$ cat src/rtl/tbc_pkg.sv
package tbc_pkg;
  localparam int unsigned DEF_VAL_W = 16;
  localparam int unsigned DEF_WIN_W = 17;

  typedef enum logic [1:0] {
    CODE_NONE  = 2'd0,
    CODE_SHORT = 2'd1,
    CODE_LONG  = 2'd2
  } code_kind_e;
endpackage

$ cat src/rtl/tbc_width.sv
module tbc_width #(
  parameter int unsigned VAL_W = 16,
  localparam int unsigned KW = $clog2(VAL_W + 1)
) (
  input  logic [VAL_W-1:0] limit_i,
  output logic [KW-1:0]    k_o
);
  // bit length of the limit: ceil(log2(limit+1))
  always_comb begin
    k_o = '0;
    for (int i = 0; i < VAL_W; i++) begin
      if (limit_i[i]) k_o = KW'(i + 1);
    end
  end
endmodule

$ cat src/rtl/tbc_thresh.sv
module tbc_thresh #(
  parameter int unsigned VAL_W = 16,
  localparam int unsigned KW = $clog2(VAL_W + 1)
) (
  input  logic [VAL_W-1:0] limit_i,
  input  logic [KW-1:0]    k_i,
  output logic [VAL_W-1:0] u_o
);
  logic [VAL_W:0] pow_k;
  logic [VAL_W:0] n_val;

  always_comb begin
    pow_k = (VAL_W+1)'(1) << k_i;
    n_val = {1'b0, limit_i} + (VAL_W+1)'(1);
    u_o   = VAL_W'(pow_k - n_val);
  end
endmodule

$ cat src/rtl/tbc_core.sv
module tbc_core
  import tbc_pkg::*;
#(
  parameter int unsigned VAL_W = 16,
  parameter int unsigned WIN_W = 17,
  localparam int unsigned KW = $clog2(VAL_W + 1),
  localparam int unsigned SW = $clog2(WIN_W + 2),
  localparam int unsigned USED_W = $clog2(VAL_W + 1)
) (
  input  logic [WIN_W-1:0]  window_i,
  input  logic [KW-1:0]     k_i,
  input  logic [VAL_W-1:0]  u_i,
  output logic [VAL_W-1:0]  value_o,
  output logic [USED_W-1:0] used_o
);
  logic [SW-1:0]    sh_long;
  logic [WIN_W-1:0] long_f;
  logic [WIN_W-1:0] short_f;
  logic [WIN_W-1:0] u_ext;
  code_kind_e       kind;

  always_comb begin
    sh_long = SW'(WIN_W) - SW'(k_i);
    long_f  = window_i >> sh_long;
    short_f = long_f >> 1;  // top k-1 bits
    u_ext   = WIN_W'(u_i);
    if (k_i == '0)            kind = CODE_NONE;
    else if (short_f < u_ext) kind = CODE_SHORT;
    else                      kind = CODE_LONG;
  end

  always_comb begin
    unique case (kind)
      CODE_SHORT: begin
        value_o = VAL_W'(short_f);
        used_o  = USED_W'(k_i) - USED_W'(1);
      end
      CODE_LONG: begin
        value_o = VAL_W'(long_f - u_ext);
        used_o  = USED_W'(k_i);
      end
      default: begin
        value_o = '0;
        used_o  = '0;
      end
    endcase
  end
endmodule

$ cat src/rtl/tbc_decoder.sv
module tbc_decoder #(
  parameter int unsigned VAL_W = tbc_pkg::DEF_VAL_W,
  parameter int unsigned WIN_W = tbc_pkg::DEF_WIN_W,
  localparam int unsigned KW = $clog2(VAL_W + 1),
  localparam int unsigned USED_W = $clog2(VAL_W + 1)
) (
  input  logic              clk_i,
  input  logic              rst_ni,
  input  logic              valid_i,
  output logic              ready_o,
  input  logic [WIN_W-1:0]  window_i,
  input  logic [VAL_W-1:0]  limit_i,
  output logic              valid_o,
  input  logic              ready_i,
  output logic [VAL_W-1:0]  value_o,
  output logic [USED_W-1:0] used_o
);
  logic [KW-1:0]     k_w;
  logic [VAL_W-1:0]  u_w;
  logic [VAL_W-1:0]  val_d;
  logic [USED_W-1:0] used_d;
  logic              valid_q;
  logic [VAL_W-1:0]  val_q;
  logic [USED_W-1:0] used_q;

  tbc_width #(.VAL_W(VAL_W)) u_width (
    .limit_i (limit_i),
    .k_o     (k_w)
  );

  tbc_thresh #(.VAL_W(VAL_W)) u_thresh (
    .limit_i (limit_i),
    .k_i     (k_w),
    .u_o     (u_w)
  );

  tbc_core #(.VAL_W(VAL_W), .WIN_W(WIN_W)) u_core (
    .window_i (window_i),
    .k_i      (k_w),
    .u_i      (u_w),
    .value_o  (val_d),
    .used_o   (used_d)
  );

  assign ready_o = !valid_q || ready_i;

  always_ff @(posedge clk_i or negedge rst_ni) begin
    if (!rst_ni) begin
      valid_q <= 1'b0;
      val_q   <= '0;
      used_q  <= '0;
    end else if (valid_i && ready_o) begin
      valid_q <= 1'b1;
      val_q   <= val_d;
      used_q  <= used_d;
    end else if (ready_i) begin
      valid_q <= 1'b0;
    end
  end

  assign valid_o = valid_q;
  assign value_o = val_q;
  assign used_o  = used_q;
endmodule

$ cat config.mk
export PLATFORM = sky130hd
export DESIGN_NAME = tbc_decoder
export DESIGN_NICKNAME = d
export VERILOG_FILES = /design/src/rtl/tbc_pkg.sv /design/src/rtl/tbc_width.sv /design/src/rtl/tbc_thresh.sv /design/src/rtl/tbc_core.sv /design/src/rtl/tbc_decoder.sv
export SDC_FILE = /design/constraint.sdc
export NUM_CORES = 1
export LEC_CHECK = 0
export ABC_AREA = 1
export ABC_CLOCK_PERIOD_IN_PS = 1300
export CELL_PAD_IN_SITES_DETAIL_PLACEMENT = 0
export CELL_PAD_IN_SITES_GLOBAL_PLACEMENT = 1
export CORE_MARGIN = 4
export CORE_UTILIZATION = 35
export DETAILED_ROUTE_END_ITERATION = 6
export PLACE_DENSITY = 0.85
export REMOVE_ABC_BUFFERS = 1
export SETUP_SLACK_MARGIN = 0.15
export SYNTH_ARGS = -nofsm -noshare
export SYNTH_HDL_FRONTEND = slang
export SYNTH_SLANG_ARGS = --single-unit
$ cat constraint.sdc
create_clock -name clk_i -period 1.3 [get_ports clk_i]
set_input_delay 0.13 -clock clk_i [delete_from_list [all_inputs] [get_ports clk_i]]
set_output_delay 0.13 -clock clk_i [all_outputs]
set_load 0.01 [all_outputs]
Word-level counts from Yosys, hierarchy flattened --
Index checks and enable logic that the tools add are counted.
Word-level totals: flip-flop bits (word level) 22, memories 0, bits in writable memories 0, bits in read-only memories 0, bits in latches 0
Operators by class: add/sub/neg operators 5, order comparisons 1, bitwise logic cells 0, multiplexer cells 22, multipliers 0, shifts and indexed selects 2, equality and inequality tests 2, divide/modulo/power cells 0, reduce and logical (&&, ||, !) cells 5
Operator list (number):
- 2-to-1 mux 4 bit | 8
- one-hot mux 16 bit (2 select lines) | 1
- subtractor 16 bit | 2
- >> shifter 17 x 5 -> 17 bit | 1
- adder 16 x 1 -> 16 bit, second input constant | 1
- less-than comparator 16 bit | 1
- left shift 1 x 5 -> 16 bit, first input constant | 1
- 2-to-1 mux 3 bit | 4
- one-hot mux 5 bit (2 select lines) | 1
- 2-to-1 mux 2 bit | 4
- zero test 5 bit | 1
- 2-to-1 mux 5 bit | 1
- subtractor 5 x 1 -> 5 bit, second input constant | 1
- subtractor 5 bit, first input constant | 1
- 2-to-1 mux 1 bit | 3
- equality test 2 x 1 -> 1 bit, second input constant | 1
- equality test 2 bit, second input constant | 1
- nonzero test 2 bit | 1
- logical AND 1 bit | 1
- zero test 1 bit | 1
- logical OR 1 bit | 1

Depth between registers and ports, before layout --
depth in word-level cells 23, depth in mapped cells 49, mapped depth without buffers 46

Hierarchy --
From an unflattened synthesis, not the netlist that was laid out.
Second synthesis, totals: cell total of the unflattened synthesis 752, area total of the unflattened synthesis 4381.7 µm²
By module, submodules not included:
- tbc_core | area each 2214.6 µm², cells an instance 392, times used 1
- tbc_thresh | area each 1102.3 µm², cells an instance 223, times used 1
- tbc_decoder | area each 880.8 µm², cells an instance 95, times used 1
- tbc_width | area each 183.9 µm², cells an instance 42, times used 1

Worst setup path before layout --
OpenSTA, ideal clock, no wires.
path kind input-to-reg, start input port limit_i[1], end register val_q[3], in the netlist value_o[3], data arrival time 4.716 ns, setup time 0.116 ns, path slack -3.532 ns, data required time 1.184 ns, cell stages on the path 44, path through inv_2 -> nand2_1 -> nand2_1 -> nand2_1 -> nand2_1 -> nand2_1 -> nand2_1 -> nand2_1 -> nand2_1 -> nand2_1 -> nand2_1 -> nand2_1 -> nand2_1 -> nand2_1 -> nand2_2 -> nand2_4 -> buf_6 -> buf_2 -> [... 8 more ...] -> o21ai_1 -> a21oi_1 -> o21bai_2 -> a21oi_1 -> nor2_1 -> nor2_1 -> xor2_1 -> ha_1 -> nand2_1 -> nor2_1 -> nand3_1 -> nor2_2 -> nand2_4 -> buf_2 -> nand4_1 -> nand2_1 -> nand2_1 -> nand2_1
Between the ends: cells in the longest elaborated chain, start to end 22
RTL lines:
- from (decl) | RTL line tbc_decoder.sv:12 | input logic [VAL_W-1:0] limit_i,
- 2-to-1 mux 2 bit (2 in series) | RTL line tbc_width.sv:12 | if (limit_i[i]) k_o = KW'(i + 1);
- 2-to-1 mux 3 bit (4 in series) | RTL line tbc_width.sv:12
- 2-to-1 mux 4 bit (8 in series) | RTL line tbc_width.sv:12
- 2-to-1 mux 5 bit | RTL line tbc_width.sv:12
- subtractor 5 bit or left shift 1 x 5 -> 16 bit (tied branches) | RTL line tbc_core.sv:23, tbc_thresh.sv:13
- >> shifter 17 x 5 -> 17 bit or subtractor 16 bit (tied branches) | RTL line tbc_core.sv:24, tbc_thresh.sv:15
- less-than comparator 16 bit | RTL line tbc_core.sv:28 | else if (short_f < u_ext) kind = CODE_SHORT;
- 2-to-1 mux 2 bit | RTL line tbc_core.sv:28
- 2-to-1 mux 2 bit | RTL line tbc_core.sv:27 | if (k_i == '0) kind = CODE_NONE;
- equality test 2 bit or equality test 2 x 1 -> 1 bit (tied branches) | RTL line tbc_core.sv:33 | unique case (kind)
- one-hot mux 16 bit (2 select lines) (*) | RTL line tbc_core.sv:33
- to (signal assigned) | RTL line tbc_decoder.sv:54 | val_q <= val_d;
- to (decl) | RTL line tbc_decoder.sv:23 | logic [VAL_W-1:0] val_q;
Mark *: on every way between the ends. The rest lies on a longest branch, timed or not. A chain may end at the register's enable or synchronous reset.

Final worst setup path --
start input port limit_i[4], end register val_q[15], in the netlist value_o[15]
Between the ends: cells in the longest elaborated chain, start to end 19
RTL lines (RTL line):
- 2-to-1 mux 3 bit (3 in series) | tbc_width.sv:12
- 2-to-1 mux 4 bit (8 in series) | tbc_width.sv:12
- 2-to-1 mux 5 bit | tbc_width.sv:12
- subtractor 5 bit or left shift 1 x 5 -> 16 bit (tied branches) | tbc_core.sv:23, tbc_thresh.sv:13
- >> shifter 17 x 5 -> 17 bit or subtractor 16 bit (tied branches) | tbc_core.sv:24, tbc_thresh.sv:15
- less-than comparator 16 bit | tbc_core.sv:28
- 2-to-1 mux 2 bit | tbc_core.sv:28
- 2-to-1 mux 2 bit | tbc_core.sv:27
- equality test 2 bit or equality test 2 x 1 -> 1 bit (tied branches) | tbc_core.sv:33
- one-hot mux 16 bit (2 select lines) (*) | tbc_core.sv:33
Marked as above.

==> summary.txt <==
Setup path
  – Critical path type: in -> reg
  – Most frequent CP cell: nand2_1
  – Critical path's slowest cell: ha_1
  – Reg2Reg Depth: 6
  – CP max FO: 7
  – Required @ worst endpoint: 1.49 ns
  – CP arrival: 4.70 ns
  – Startpoint types: primary input
  – Setup crit end kind: register
  – Crit path largest cell delay: 0.28 ns

Power
  – Clock share of power: 0.105
  – Lkg Pwr: 0.004123 uW
  – Final Power: 5779 uW
  – Internal power: 3355 uW
  – Max IR drop VDD: 454.1 uV
  – Switching Power: between 2000 and 2500 uW
  – Sw Ratio: 0.4194
  – Pwr dens: around 750 nW/um^2
  – Part of the power in registers: 0.158
  – Power share of the combinational group: 0.737

Place
  – PortBufs: 59
  – # placed instances: approximately 1100
  – Post-DP HPWL: 12.05 mm
  – Area of placed instances: 6741 sq um
  – Placer congestion estimate: 1.082
  – Post-place setup slack: -4.020 ns

Logic synthesis
  – Synth Area in Compound Gates: 0.1224
  – Largest family of logic cells by synthesized area: simple AND/OR/NAND/NOR gates
  – Netlist cell types: just over 50
  – Cells after synthesis: 705
  – Synth Area in Adders: 0.1334
  – Mapped Area: 4425 sq um
  – Register area share after synthesis: 0.1244
  – Post-synth EDFFs: 0
  – Simple-gate area share of the yosys netlist: 0.4303
  – Yosys warnings: 0
  – Ys async rst share: 1.000
  – Portion of netlist area occupied by mux cells: 0
  – Average size of a mapped cell: about 6.3 sq um
  – Synth Area in XOR/XNOR: 0.06079
  – Primary FF master, synth: dfrtp_1
  – Number of synthesized register bits: 22

Timing
  – Final min period: ~4.5 ns
  – Peak Freq: 0.2217 GHz
  – Slew @ Worst Pin: 0.3921 ns
  – Rel. slew slack: 0.7377
  – Slew Viols, Final: 0
  – RSZ-0062 raised after global routing: yes
  – Period utilization: 3.469
  – Final hold violation count: 0
  – Worst Setup Slack, final: -3.210 ns
  – Hold slack: 0.2254 ns
  – Max Clock Skew: 0.001612 ns
  – Final setup viols: 21

Drt
  – DRT Pass-1 Iters: 5
  – Vias per cell: 4.847
  – 1st-iter DRT viols: 236
  – Antenna Nets Post-Route: 0
  – Max layer used: met4
  – DR DRC count: 0
  – Metal-1 WL: about 6.6 mm
  – Total number of vias: 5710
  – Drt wl/cell: 13.49 um
  – Post-Route WL: around 16 mm
  – Met3 routed WL: 842 um
  – Met2 wire len: just over 8 mm

Clock network
  – CTS root buf: clkbuf_16
  – Clock Latency Late Sink: ~0.25 ns
  – CTS sink count: 22
  – TritonCTS clock tree: yes
  – Hold-fix buffers at CTS: 0
  – Worst-path clk slew: 0.05 ns
  – CTS Buffer Depth: 2
  – CTS Buf Count: 3
  – H-tree depth: 1

Cells and area
  – Layout cells sized above 1: 0.4059
  – Non-Filler Instances: 1178
  – Layout area overhead: 73.20%
  – Fill cells: between 1000 and 1500
  – Nets: around 1100
  – Post-layout instance area: 7665 sq um
  – ANT cells: 0

Outcome
  – Failing checks: setup timing
  – Status: finished, violations left

Global route
  – Number of antenna violations at the first check in global routing: 0
  – Gr usage total: 0.2118
  – First-pass GRT wire length: roughly 26 mm
  – Number of global-route vias before repair: around 5800
  – Largest net degree at the start of global routing: 36
  – Total global routing overflow: 0

Job
  – Max_cap viols: 0

Floorplan
  – Row count: 40
  – Die width: 120.4 um
  – Core area: between 10000 and 15000 sq um
  – Die Ht: 120.4 um
  – I/O Pins: 60
  – Initial Utilization: 0.3624
  – Full die area: approximately 15000 sq um

Hold path
  – Hold Crit Class: in -> async
==> stage by stage <==
step | setup TNS, ns | utilization
2_1_floorplan | -77.18 | -
3_3_place_gp | -80.41 | 0.5520
3_5_place_dp | -83.93 | 0.5520
4_1_cts | -65.10 | 0.6037
5_1_grt | -76.04 | 0.6277
6_report | -66.85 | 0.6277
==> state kept, by name, summed over array words and instances (netlist names) <==
| signal | count |
|---|---|
| used_o | 5 |
| value_o | 16 |
| valid_o | 1 |
==> cells in the mapped netlist, types with 2 or more instances <==
cell | n | area share
o21ai_1 | 4 | 0.0045
buf_2 | 7 | 0.0079
o22ai_1 | 4 | 0.0057
xor2_1 | 19 | 0.038
nand3_1 | 63 | 0.071
ha_1 | 44 | 0.12
a21oi_1 | 32 | 0.036
inv_1 | 95 | 0.081
inv_2 | 14 | 0.012
clkbuf_1 | 6 | 0.0051
xor2_2 | 2 | 0.0074
o21ai_0 | 24 | 0.027
fa_1 | 2 | 0.0090
nor4_1 | 2 | 0.0028
nand2_1 | 200 | 0.17
a31oi_1 | 7 | 0.0099
nand2_2 | 7 | 0.0099
buf_4 | 2 | 0.0034
a21oi_2 | 2 | 0.0040
nand4_1 | 26 | 0.037
buf_6 | 5 | 0.013
nor2_2 | 6 | 0.0085
nor2_1 | 34 | 0.029
xnor2_1 | 8 | 0.016
nor3_1 | 11 | 0.012
nor2_4 | 2 | 0.0051
clkinv_1 | 3 | 0.0025
nand2_4 | 5 | 0.013
dfrtp_1 | 22 | 0.12
o211ai_1 | 3 | 0.0051
nand3_4 | 2 | 0.0079
nand3_2 | 21 | 0.047
nand3b_1 | 2 | 0.0034
a211oi_1 | 2 | 0.0034
==> power groups by stage <==
stage	clock (uW)	combinational [uW]	sequential [uW]
after floorplan	0	1930	1000
after global placement	0	3840	918
after detailed placement	0	3940	930
after CTS	619	4060	914
after global routing	651	4690	936
final	608	4260	911
==> repair_timing <==
item	CTS	global route
cloned	4	0
setup buffers	40	5
pin swaps	67	39
gates resized for setup	110	55
endpoints found under the setup margin	44	22
==> cell usage in the layout, fill, tap and decap left out, drive strengths merged, types with 26 or more instances in the layout <==
master	netlist	routed
buf	15	265
nand2	213	216
nand4	26	26
o21ai	29	29
inv	109	109
nand3	86	86
ha	44	44
nor2	43	43
dlygate4sd2	0	28
a21oi	35	35
==> per-layer routing <==
metal	global-route usage	up-vias
met5	0	-
met4	0.05595	0
met3	0.01076	27
met2	0.3936	152
met1	0.2655	2599
li1	-	2932
==> area by class of cell <==
class / count / area, sq um / area share
clock buffers: 3 / 75.07 / 0.009794
well taps: 168 / 210.2 / 0.02742
inverters: 112 / 437.9 / 0.05713
flip-flops and latches: 22 / 550.5 / 0.07183
repair buffers: 320 / 2650 / 0.3457
multi-input cells: 553 / 3741 / 0.4881
==> worst paths after layout <==
path	startpoint	to	slack, ns
hold / removal	rst_ni	value_o[1]	0.23
min in group clk_i	value_o[1]	value_o[1]	0.47
hold reg to reg	value_o[1]	value_o[1]	0.47
setup reg to reg	valid_o	value_o[2]	0.26
max in group asynchronous	rst_ni	used_o[3]	0.87
setup / recovery	limit_i[4]	value_o[15]	-3.21
==> worst max-delay path, delay by kind of cell <==
| family | cells | cell delay [ns] |
|---|---|---|
| AOI/OAI and AO/OA | 8 | 0.95 |
| xor gates and xnor gates | 1 | 0.23 |
| adders and majority gates | 3 | 0.71 |
| buffers and inverters | 7 | 0.81 |
| and+or+nand+nor | 21 | 1.83 |
==> logic make-up after synthesis <==
kind of cell,Yosys count
simple gates,386
buf+inv,133
compound gates,89
fa+ha+maj,46
xor+xnor,29
flops,22
Note: power is estimated with default switching activity, not from simulation.
